===== config.mk =====
export PLATFORM = sky130hd
export DESIGN_NAME = ppiStrobedIn
export DESIGN_NICKNAME = d
export VERILOG_FILES = /design/src/rtl/ppiStrobedInPkg.sv /design/src/rtl/ppiSync.sv /design/src/rtl/ppiCtrl.sv /design/src/rtl/ppiData.sv /design/src/rtl/ppiStrobedIn.sv
export SDC_FILE = /design/constraint.sdc
export NUM_CORES = 1
export LEC_CHECK = 0
export BUFFER_PORTS_ARGS = -buffer_cell sky130_fd_sc_hd__clkbuf_2
export CORE_MARGIN = 3
export CORE_UTILIZATION = 46
export DETAILED_ROUTE_END_ITERATION = 10
export GPL_ROUTABILITY_DRIVEN = 0
export GPL_TIMING_DRIVEN = 0
export PLACE_DENSITY_LB_ADDON = 0.25
export REMOVE_ABC_BUFFERS = 1
export SLEW_MARGIN = 20
export SYNTH_ARGS = -nofsm -noshare
export SYNTH_HDL_FRONTEND = slang
export SYNTH_SLANG_ARGS = --single-unit

===== constraint.sdc =====
create_clock -name clk -period 1.4 [get_ports clk]
set_input_delay 0.14 -clock clk [delete_from_list [all_inputs] [get_ports clk]]
set_output_delay 0.14 -clock clk [all_outputs]
set_load 0.01 [all_outputs]

===== src/rtl/ppiStrobedInPkg.sv =====
package ppiStrobedInPkg;
  localparam int DATA_W      = 8;
  localparam int GRP_N       = 2;
  localparam int SYNC_STAGES = 2;
  localparam int CFG_W       = 8;
  localparam int BIT_SEL_W   = 3;

  // handshake control line holding each group's interrupt enable
  localparam logic [BIT_SEL_W-1:0] INTE_LINE_A = 3'd4;
  localparam logic [BIT_SEL_W-1:0] INTE_LINE_B = 3'd2;

  function automatic logic [BIT_SEL_W-1:0] inteLine(input int grp);
    return (grp == 0) ? INTE_LINE_A : INTE_LINE_B;
  endfunction

  // strobes from control to datapath
  typedef struct packed {
    logic [GRP_N-1:0] load;
  } dpCmd_t;
endpackage


===== src/rtl/ppiSync.sv =====
module ppiSync #(
  parameter int WIDTH  = 4,
  parameter int STAGES = 2
) (
  input  logic             clk,
  input  logic             rstN,
  input  logic [WIDTH-1:0] asyncIn,
  output logic [WIDTH-1:0] syncOut
);
  logic [STAGES-1:0][WIDTH-1:0] chain;

  always_ff @(posedge clk or negedge rstN) begin
    if (!rstN) begin
      chain <= '1;
    end else begin
      chain[0] <= asyncIn;
      for (int s = 1; s < STAGES; s++) chain[s] <= chain[s-1];
    end
  end

  assign syncOut = chain[STAGES-1];
endmodule


===== src/rtl/ppiCtrl.sv =====
module ppiCtrl
  import ppiStrobedInPkg::*;
(
  input  logic             clk,
  input  logic             rstN,
  input  logic             cfgWr,
  input  logic [CFG_W-1:0] cfgData,
  input  logic [GRP_N-1:0] stbS,
  input  logic [GRP_N-1:0] rdS,
  output dpCmd_t           cmd,
  output logic [GRP_N-1:0] ibf,
  output logic [GRP_N-1:0] intr,
  output logic [GRP_N-1:0] inte
);
  logic [GRP_N-1:0] modeOn, rdPrev;
  logic [GRP_N-1:0] modeSel, inteNext, ibfNext, intrNext, loadNow;
  logic             modeWr, bsrWr;

  assign modeWr = cfgWr & cfgData[CFG_W-1];
  assign bsrWr  = cfgWr & ~cfgData[CFG_W-1];

  // mode word decode
  assign modeSel[0] = (cfgData[6:5] == 2'b01) & cfgData[4];
  assign modeSel[1] = cfgData[2] & cfgData[1];

  for (genvar g = 0; g < GRP_N; g++) begin : g_grp
    logic rdRise, rdFall, setIntr, bsrHit;
    assign rdRise  = rdS[g] & ~rdPrev[g];
    assign rdFall  = ~rdS[g] & rdPrev[g];
    assign bsrHit  = bsrWr & (cfgData[BIT_SEL_W:1] == inteLine(g));
    assign loadNow[g] = modeOn[g] & ~stbS[g];
    assign setIntr = modeOn[g] & stbS[g] & ibf[g] & rdS[g] & rdPrev[g];

    assign inteNext[g] = modeWr ? 1'b0 : (bsrHit ? cfgData[0] : inte[g]);
    assign ibfNext[g]  = modeWr ? 1'b0 :
                         loadNow[g] ? 1'b1 :
                         rdRise ? 1'b0 : ibf[g];
    assign intrNext[g] = modeWr ? 1'b0 :
                         ((rdFall ? 1'b0 : (intr[g] | setIntr)) & inteNext[g]);
  end

  always_ff @(posedge clk or negedge rstN) begin
    if (!rstN) begin
      modeOn <= '0;
      inte   <= '0;
      ibf    <= '0;
      intr   <= '0;
      rdPrev <= '1;
    end else begin
      if (modeWr) modeOn <= modeSel;
      inte   <= inteNext;
      ibf    <= ibfNext;
      intr   <= intrNext;
      rdPrev <= rdS;
    end
  end

  assign cmd.load = loadNow;
endmodule


===== src/rtl/ppiData.sv =====
module ppiData
  import ppiStrobedInPkg::*;
(
  input  logic                         clk,
  input  logic                         rstN,
  input  dpCmd_t                       cmd,
  input  logic [GRP_N-1:0][DATA_W-1:0] perData,
  output logic [GRP_N-1:0][DATA_W-1:0] held
);
  always_ff @(posedge clk or negedge rstN) begin
    if (!rstN) begin
      held <= '0;
    end else begin
      for (int g = 0; g < GRP_N; g++)
        if (cmd.load[g]) held[g] <= perData[g];
    end
  end
endmodule


===== src/rtl/ppiStrobedIn.sv =====
module ppiStrobedIn
  import ppiStrobedInPkg::*;
(
  input  logic              clk,
  input  logic              rstN,
  input  logic              cfgWr,
  input  logic [CFG_W-1:0]  cfgData,
  input  logic              stbAN,
  input  logic              stbBN,
  input  logic              rdAN,
  input  logic              rdBN,
  input  logic [DATA_W-1:0] perDataA,
  input  logic [DATA_W-1:0] perDataB,
  output logic [DATA_W-1:0] busDataA,
  output logic [DATA_W-1:0] busDataB,
  output logic              ibfA,
  output logic              intrA,
  output logic              ibfB,
  output logic              intrB
);
  localparam int SYNC_W = 2 * GRP_N;

  logic [SYNC_W-1:0]              syncIn, syncOut;
  logic [GRP_N-1:0]               stbSync, rdSync, ibf, intr, inte;
  logic [GRP_N-1:0][DATA_W-1:0]   perData, held;
  dpCmd_t                         cmd;

  assign syncIn  = {rdBN, rdAN, stbBN, stbAN};
  assign stbSync = syncOut[GRP_N-1:0];
  assign rdSync  = syncOut[SYNC_W-1:GRP_N];
  assign perData = {perDataB, perDataA};

  ppiSync #(.WIDTH(SYNC_W), .STAGES(SYNC_STAGES)) u_sync (
    .clk(clk), .rstN(rstN), .asyncIn(syncIn), .syncOut(syncOut)
  );

  ppiCtrl u_ctrl (
    .clk(clk), .rstN(rstN), .cfgWr(cfgWr), .cfgData(cfgData),
    .stbS(stbSync), .rdS(rdSync), .cmd(cmd),
    .ibf(ibf), .intr(intr), .inte(inte)
  );

  ppiData u_data (
    .clk(clk), .rstN(rstN), .cmd(cmd), .perData(perData), .held(held)
  );

  assign busDataA = held[0];
  assign busDataB = held[1];
  assign ibfA     = ibf[0];
  assign ibfB     = ibf[1];
  assign intrA    = intr[0];
  assign intrB    = intr[1];
endmodule


==> impl_metrics.ini, run 1 <==
[status]
status = finished, final reports clean

[place]
post-place-cells = 162
portBuffers = 50
dp_slack_ns = -0.144
place_hpwl_mm = 1.75

[cts]
post_cts_buffers = 0
clk_latency_ns = 0.33
clockRootBuffer = clkbuf_4
clk_pin_slew_ns = 0.10
tritoncts = built
numCtsBuffers = 5
clock-sinks = 34
cts_max_path_buffers = 2
h-tree-depth = 2

[worst_setup_path]
crit_path_end_kind = flip-flop
crit_arrival_ns = 1.51
start_kind = flip-flop
path_class = reg2reg
slowest_delay_ns = 0.41
critPathSlowestCell = nor2b_2
path_buf_inv = 0
ff2ff_path_depth = 2
crit_fanout = 9
crit_chain = nor2b_2, mux2_2
worst_ep_required_time_ns = 1.62
cp_top_family = simple AND/OR/NAND/NOR gates
critical_path_depth = 2

[synth]
yosysSeqAreaShare_pct = 67.9
syn_area_sq_mm = 0.00127
syn_avg_cell_area_sq_um = 15.1
synth-seq-cells = 34
ys_warn_count = 0
yosysUniqueCellTypes = 16
syn-instance-count = 84

[grt]
overflow = 0
grt_util_all_layers_pct = 15.9
grt_max_degree = 35
antenna_found_initial = 0
grt_pass1_vias = 926
grt_first_pass_wirelength_mm = 3.93

[finish]
fin_cells = 176
drive_above_1_share_pct = 61.6
finalNetCount = 176
syn_to_final_growth_pct = 33.1
diodes = 0

[sta]
slew_headroom_pct = 47.6
hold_violations = 0
period_minus_slack_ns = 1.29
slew_viol_final = 0
rsz0062_at_grt = false
setup_viol = 0
layout_setup_ws_ns = 0.111
worst-slew-pin-transition_ns = 0.786
clock.fmax_mhz = 776
period_share_pct = 92.1
skew_ns = 0.00679

[floorplan]
die_x_microns = 58.6
start_util_pct = 50.0
core_sq_mm = 0.00254
die_h_microns = 58.6
io_pins = 51
num_rows = 18
die-area_sq_mm = 0.00343

[routing]
ant_nets = 0
vias = 907
routed_wl_mm = 2.30
dr.pass1.iters = 4
drc = 0
drtIter0Drc = 24
viasPerCell = 5.15
post_drt_wl_per_cell_microns = 13.1

[power_and_ir_drop]
total_power_uw = 2500
vdd.ir_drop.worst_uv = 1170
leakage_uw = 0.000824
pwr_density_cell_mw_per_mm2 = 1480

[worst_hold_path]
hold-path-cell-count = 3
hold_path_class = in2reg

[job]
cap_violations = 0
## kinds of logic (layout without fill, tap and decap cells)
kind of cell    count (synthesis)  after routing  synth area share (%)
mux                            18             18                  15.7
simple gates                   18             18                  8.66
flops                          34             34                  67.9
buf+inv                         4             66                  1.38
compound gates                 10             10                  6.30
## sequential cells by signal, indices dropped and copies added (netlist names)
register and flops:
u_ctrl.ibf 2, u_ctrl.inte 2, u_ctrl.intr 2, u_ctrl.modeOn 2, u_ctrl.rdPrev 2, u_data.held 16
u_sync.chain 4, u_sync.syncOut 4
## worst reg2reg max path: cells and delay by family (launching register included)
family        cells  cell delay [ns]
flops             1             0.38
mux               1             0.39
simple gates      1             0.41
## final timing paths
| path | slack (ns) | endpoint | start |
|---|---|---|---|
| hold / removal | 0.03 | u_ctrl.modeOn[0]$_DFFE_PN0N_ | cfgData[5] |
| max in group asynchronous | 0.49 | u_data.held[12]$_DFFE_PN0P_ | rstN |
| hold reg to reg | 0.36 | u_sync.syncOut[1]$_DFF_PN1_ | u_sync.chain[1]$_DFF_PN1_ |
| min in group asynchronous | 0.42 | u_data.held[4]$_DFFE_PN0P_ | rstN |
| setup reg to reg | 0.11 | u_data.held[12]$_DFFE_PN0P_ | u_ctrl.modeOn[1]$_DFFE_PN0N_ |
| setup / recovery | 0.11 | u_data.held[12]$_DFFE_PN0P_ | u_ctrl.modeOn[1]$_DFFE_PN0N_ |
## cell usage in the layout, fill, tap and decap left out
cell           count
clkbuf_2          50
dfrtp_1           24
mux2_2            16
dfstp_2           10
nand2_1            7
dlygate4sd3_1      6
clkbuf_4           5
nand2b_1           4
a21oi_1            4
nor2b_1            2
nor3b_2            2
mux2i_1            2
inv_1              2
a41oi_1            2
a221oi_2           2
nor2b_2            2
clkinv_2           2
and3b_1            1
o31ai_1            1
o21ai_0            1
bufinv_16          1
## synthesized netlist by cell type
library cell | number | area share [%]
a21oi_1 | 4 | 1.6
a221oi_2 | 2 | 2.4
a41oi_1 | 2 | 1.4
and3b_1 | 1 | 0.69
buf_2 | 2 | 0.79
dfrtp_1 | 24 | 47
dfstp_2 | 10 | 21
inv_1 | 2 | 0.59
mux2_2 | 16 | 14
mux2i_1 | 2 | 1.6
nand2_1 | 7 | 2.1
nand2b_1 | 4 | 2.0
nor2b_1 | 4 | 2.0
nor3b_2 | 2 | 2.0
o21ai_0 | 1 | 0.39
o31ai_1 | 1 | 0.59
## area by class of cell
type                       instances  area, sq um
fill                             190          853
tap                               30         37.5
inverter                           2         7.51
multi-input combinational         46          395
clock inverter                     3         40.0
timing repair buffer              56          310
clock buffer                       5         37.5
sequential                        34          863
## metal layers
layer / part of all wire, % / wire (microns) / vias up / track usage [%]
li1: - / - / 417 / -
met1: 38 / 875 / 450 / 16.7
met2: 52 / 1200 / 35 / 27.3
met3: 8.1 / 187 / 5 / 7.24
met4: 1.8 / 42 / 0 / 6.80
met5: 0 / 0 / - / 0
## repair_timing
item,in CTS,in global routing
hold buffers,6,0
resized for setup,2,0
endpoints found under the hold margin,29,0
endpoints found under the setup margin,16,0
## metrics by stage
stage	hold slack (ns)	cell area (sq um)	util (%)	setup TNS (ns)
finish	0.0285	1690	66.5	0
global route	0.00900	1690	66.5	0
CTS	0.0168	1690	66.5	0
detailed placement	0.235	1550	60.9	-1.90
global placement	0.229	1550	60.9	-0.928
floorplan	-0.156	1260	-	0
## power by group
group	switching [uW]	leakage (uW)	internal (uW)
sequential	98.9	0.000404	1180
clock	317	0.0000450	370
combinational	244	0.000375	289
total	660	0.000824	1840
No activity file was read; power rests on OpenSTA's default activity.
==> run 2: changes to the inputs <==
--- a/config.mk
+++ b/config.mk
@@ -6,7 +6,6 @@
 export NUM_CORES = 1
 export LEC_CHECK = 0
 export BUFFER_PORTS_ARGS = -buffer_cell sky130_fd_sc_hd__clkbuf_2
-export CORE_MARGIN = 3
 export CORE_UTILIZATION = 46
 export DETAILED_ROUTE_END_ITERATION = 10
 export GPL_ROUTABILITY_DRIVEN = 0
==> run 2 against run 1 <==
Compared with the run above:
- utilization fell by 0.69 points
- clock skew rose by 0.0019 ns
- register-to-register slack barely moved
- sequential share of layout area rose by 0.53 points
- non-clock buffer count did not move
- highest routed layer unchanged
- power fell by 5.5%
- largest power group unchanged
- worst hold slack improved by 0.014 ns
- via count fell by 1.9%
==> impl_metrics.ini, run 2 (same netlist as run 1, synthesis figures left out) <==
[status]
status = finished, final reports clean

[floorplan]
core_sq_mm = 0.00254
die_x_microns = 54.6
start_util_pct = 50.0
io_pins = 51
die_h_microns = 54.6
num_rows = 18
die-area_sq_mm = 0.00298

[worst_setup_path]
critical_path_depth = 2
path_class = reg2reg
worst_ep_required_time_ns = 1.61
crit_arrival_ns = 1.50
endpoint = u_data.held[10]$_DFFE_PN0P_
startpoint = u_ctrl.modeOn[1]$_DFFE_PN0N_
r2r_end = u_data.held[10]$_DFFE_PN0P_
crit_path_end_kind = flip-flop
path_buf_inv = 0
ff2ff_path_depth = 2
cp_top_family = simple AND/OR/NAND/NOR gates
slowest_delay_ns = 0.42
crit_chain = nor2b_2, mux2_2
start_kind = flip-flop
r2r_setup_slack_ns = 0.12
r2r-start = u_ctrl.modeOn[1]$_DFFE_PN0N_
crit_fanout = 9
critPathSlowestCell = nor2b_2

[power_and_ir_drop]
total_power_uw = 2360
vdd.ir_drop.worst_uv = 885
pwr_density_cell_mw_per_mm2 = 1410
leakage_uw = 0.000815

[finish]
largest_register_ffs = 16
top_register = u_data.held
layout_commonest_cell = clkbuf_2
diodes = 0
final_cell_mix = clkbuf_2 (50), dfrtp_1 (24), mux2_2 (16), dfstp_2 (10), nand2_1 (7)
finalNetCount = 176
utilization_pct = 65.8
syn_to_final_growth_pct = 31.7
drive_above_1_share_pct = 61.0

[sta]
hold_violations = 0
slew_viol_final = 0
layout_setup_ws_ns = 0.116
worst-slew-pin-transition_ns = 0.806
clock.fmax_mhz = 779
period_share_pct = 91.7
skew_ns = 0.00871
slew_headroom_pct = 46.3
rsz0062_at_grt = false
period_minus_slack_ns = 1.28
setup_viol = 0
hold_ws_ns = 0.0423

[routing]
routed_wl_mm = 2.25
drtIter0Drc = 9
viasPerCell = 5.06
ant_nets = 0
drc = 0
vias = 890
dr.pass1.iters = 4
post_drt_wl_per_cell_microns = 12.8

[place]
portBuffers = 50
place_hpwl_mm = 1.66
dp_slack_ns = -0.144

[cts]
clk_latency_ns = 0.32
clockRootBuffer = clkbuf_4
clk_pin_slew_ns = 0.10
cts_max_path_buffers = 2
clock-sinks = 34
h-tree-depth = 2
tritoncts = built
numCtsBuffers = 5

[job]
cap_violations = 0

[grt]
grt_util_all_layers_pct = 17.9
antenna_found_initial = 0
grt_pass1_vias = 881
grt_max_degree = 35
overflow = 0
grt_first_pass_wirelength_mm = 3.61

[worst_hold_path]
hold_path_class = in2reg
-- run 2: how the worst min path moves through the flow --
stage          slack, ns  cells after the start                    endpoint   startpoint
2_1_floorplan      -0.16                      0   u_ctrl.ibf[0]$_DFFE_PN0P_         rstN
3_3_place_gp        0.23                      1   u_sync.chain[3]$_DFF_PN1_         rdBN
3_5_place_dp        0.23                      1   u_sync.chain[3]$_DFF_PN1_         rdBN
4_1_cts             0.03                      2  u_data.held[8]$_DFFE_PN0P_  perDataB[0]
5_1_grt             0.02                      2  u_data.held[8]$_DFFE_PN0P_  perDataB[0]
6_report            0.04                      2  u_data.held[8]$_DFFE_PN0P_  perDataB[0]
-- run 2: report_power, final --
group / switching (uW) / internal (uW)
clock: 300 / 243
combinational: 249 / 289
sequential: 99.4 / 1180
-- run 2: area by class of cell --
class,instances,area (sq um)
Fill cell,200,871
Sequential cell,34,863
Multi-Input combinational cell,46,395
Timing Repair Buffer,56,310
Clock buffer,7,55.1
Tap cell,30,37.5
Inverter,2,7.51
Clock inverter,1,5.00
-- run 2: repair_timing --
item                                    CTS  global route
endpoints found under the setup margin   16             0
hold buffers                              6             0
endpoints found under the hold margin    29             0
setup buffers                             0             0
resized for setup                         2             0
-- run 2: worst reg2reg max path, cell delays in order, from the launching register on --
cell and delay [ns]:
dfrtp_1 0.37, nor2b_2 0.42, mux2_2 0.39
-- run 2: routing by layer --
metal / track usage, % / routed length, microns
met2: 30.9 / 1170
met5: 0 / 0
met1: 19.0 / 928
met4: 8.97 / 24
met3: 6.39 / 127
-- run 2: metrics by stage --
stage               setup TNS [ns]  instances  cell area (sq um)
global placement             -1.25        162               1550
CTS                              0        176               1670
global route                     0        176               1670
finish                           0        176               1670
detailed placement           -1.86        162               1550
floorplan                        0         82               1260
==> run 3: changes to the inputs <==
==> constraint.sdc (replaced) <==
create_clock -name clk -period 1.4 [get_ports clk]
set_input_delay 0.28 -clock clk [delete_from_list [all_inputs] [get_ports clk]]
set_output_delay 0.28 -clock clk [all_outputs]
set_load 0.01 [all_outputs]
==> run 3 against run 2 <==
Compared with the run above:
- clock skew barely moved
- critical path depth is the same
- routed wire length decreased by 2.4%
- worst setup slack lost 0.0011 ns
- via count fell by 3.0%
- fmax about the same
- sequential power is essentially flat
- non-clock buffer count is 5 lower
- highest routed layer unchanged
- combinational power down 2%
- flip-flop and latch count is the same
- final cell count down 2.8%
- cell area fell by 3.0%
==> impl_metrics.ini, run 3 (same netlist as run 1, synthesis figures left out) <==
[grt]
grt_max_degree = 35
grt_util_all_layers_pct = 17.4
grt_first_pass_wirelength_mm = 3.51
antenna_found_initial = 0
overflow = 0
grt_pass1_vias = 855

[routing]
vias = 863
dr.pass1.iters = 4
routed_wl_mm = 2.20
post_drt_wl_per_cell_microns = 12.9
drtIter0Drc = 9
viasPerCell = 5.05
drc = 0
ant_nets = 0

[cts]
tritoncts = built
clockRootBuffer = clkbuf_4
numCtsBuffers = 5
post_cts_buffers = 0
clock-sinks = 34
clk_pin_slew_ns = 0.10
clk_latency_ns = 0.32
cts_max_path_buffers = 2
h-tree-depth = 2

[sta]
slew_headroom_pct = 46.2
period_minus_slack_ns = 1.29
worst-slew-pin-transition_ns = 0.808
period_share_pct = 91.8
rsz0062_at_grt = false
fin_setup_tns_ns = 0
clock.fmax_mhz = 778
skew_ns = 0.00857
setup_viol = 0
hold_violations = 0
layout_setup_ws_ns = 0.115
slew_viol_final = 0

[power_and_ir_drop]
pwr_density_cell_mw_per_mm2 = 1450
vdd.ir_drop.worst_uv = 883
combPwrFrac_pct = 22.3
p_sw_uw = 645
total_power_uw = 2350
leakage_uw = 0.000794
p_clk_share_pct = 23.1
p_sw_share_pct = 27.4
power_frac_seq_pct = 54.6
p_int_uw = 1710

[worst_setup_path]
r2r-start = u_ctrl.modeOn[1]$_DFFE_PN0N_
critPathSlowestCell = nor2b_2
r2r_setup_slack_ns = 0.11
worst_ep_required_time_ns = 1.61
path_buf_inv = 0
crit_chain = nor2b_2, mux2_2
slowest_delay_ns = 0.42
cp_top_family = simple AND/OR/NAND/NOR gates
startpoint = u_ctrl.modeOn[1]$_DFFE_PN0N_
path_class = reg2reg
critical_path_depth = 2
crit_arrival_ns = 1.50
ff2ff_path_depth = 2
r2r_end = u_data.held[10]$_DFFE_PN0P_
crit_fanout = 9
start_kind = flip-flop
crit_path_end_kind = flip-flop

[floorplan]
io_pins = 51
die_h_microns = 54.6
die-area_sq_mm = 0.00298
num_rows = 18
die_x_microns = 54.6
core_sq_mm = 0.00254
start_util_pct = 50.0

[place]
place_hpwl_mm = 1.66
dp_slack_ns = -0.144
portBuffers = 50

[finish]
largest_register_ffs = 16
fill_cells = 206
finalNetCount = 171
top_register = u_data.held
drive_above_1_share_pct = 63.1
layout_commonest_cell = clkbuf_2
syn_to_final_growth_pct = 27.8
final_cell_mix = clkbuf_2 (50), dfrtp_1 (24), mux2_2 (16), dfstp_2 (10), nand2_1 (7)
utilization_pct = 63.8
diodes = 0

[status]
status = finished, final reports clean

[worst_hold_path]
hold_path_class = in2reg
hp-start = rdAN
holdPathEnd = u_sync.chain[2]$_DFF_PN1_
hold-path-cell-count = 1

[job]
cap_violations = 0
-- run 3: cell types whose count changed in the layout (fill, tap and decap cells not counted) --
cell,before,now
dlygate4sd3_1,6,1
-- run 3: layout make-up --
| type | instances | area [sq um] | share of cell area (%) |
|---|---|---|---|
| clock buffer | 7 | 55.1 | 3.39 |
| clock inverter | 1 | 5.00 | 0.308 |
| timing repair buffer | 51 | 260 | 16.0 |
| multi-input combinational | 46 | 395 | 24.3 |
| tap | 30 | 37.5 | 2.31 |
| sequential | 34 | 863 | 53.2 |
| inverter | 2 | 7.51 | 0.462 |
-- run 3: what timing repair did --
| item | CTS | global route |
|---|---|---|
| endpoints found under the setup margin | 16 | 0 |
| resized for setup | 2 | 0 |
| hold endpoints to repair | 0 | 1 |
| hold buffers | 0 | 1 |
-- run 3: metal layers --
metal / part of all wire (%) / up-vias / GRT usage (%)
met5: 0 / - / 0
met2: 51 / 31 / 29.5
li1: - / 405 / -
met3: 5.2 / 4 / 5.83
met4: 1.1 / 0 / 8.97
met1: 42 / 423 / 19.4
-- run 3: worst max-delay path by stage --
stage	end	slack, ns
global route	u_data.held[5]$_DFFE_PN0P_	0.02
CTS	u_data.held[10]$_DFFE_PN0P_	0.1
floorplan	u_data.held[0]$_DFFE_PN0P_	0.1
global placement	u_data.held[10]$_DFFE_PN0P_	-0.1
finish	u_data.held[10]$_DFFE_PN0P_	0.11
detailed placement	u_data.held[10]$_DFFE_PN0P_	-0.14
-- run 3: per-stage QoR --
step / hold slack, ns / instances / cell area, sq um
2_1_floorplan: -0.0156 / 82 / 1260
4_1_cts: 0.00954 / 170 / 1610
6_report: 0.0266 / 171 / 1620
3_5_place_dp: 0.347 / 162 / 1550
5_1_grt: 0.00125 / 171 / 1620
3_3_place_gp: 0.346 / 162 / 1550
-- run 3: power groups by stage --
stage	combinational (uW)	sequential (uW)	clock, uW
4_1_cts	535	1290	566
5_1_grt	572	1310	615
2_1_floorplan	190	1370	0
6_report	526	1280	543
3_3_place_gp	514	1290	0
3_5_place_dp	534	1300	0
-- run 3: worst register-to-register path, delay by kind of cell (launching register included) --
family | cells | cell delay (ns)
DFF | 1 | 0.37
muxes | 1 | 0.39
and+or+nand+nor | 1 | 0.42
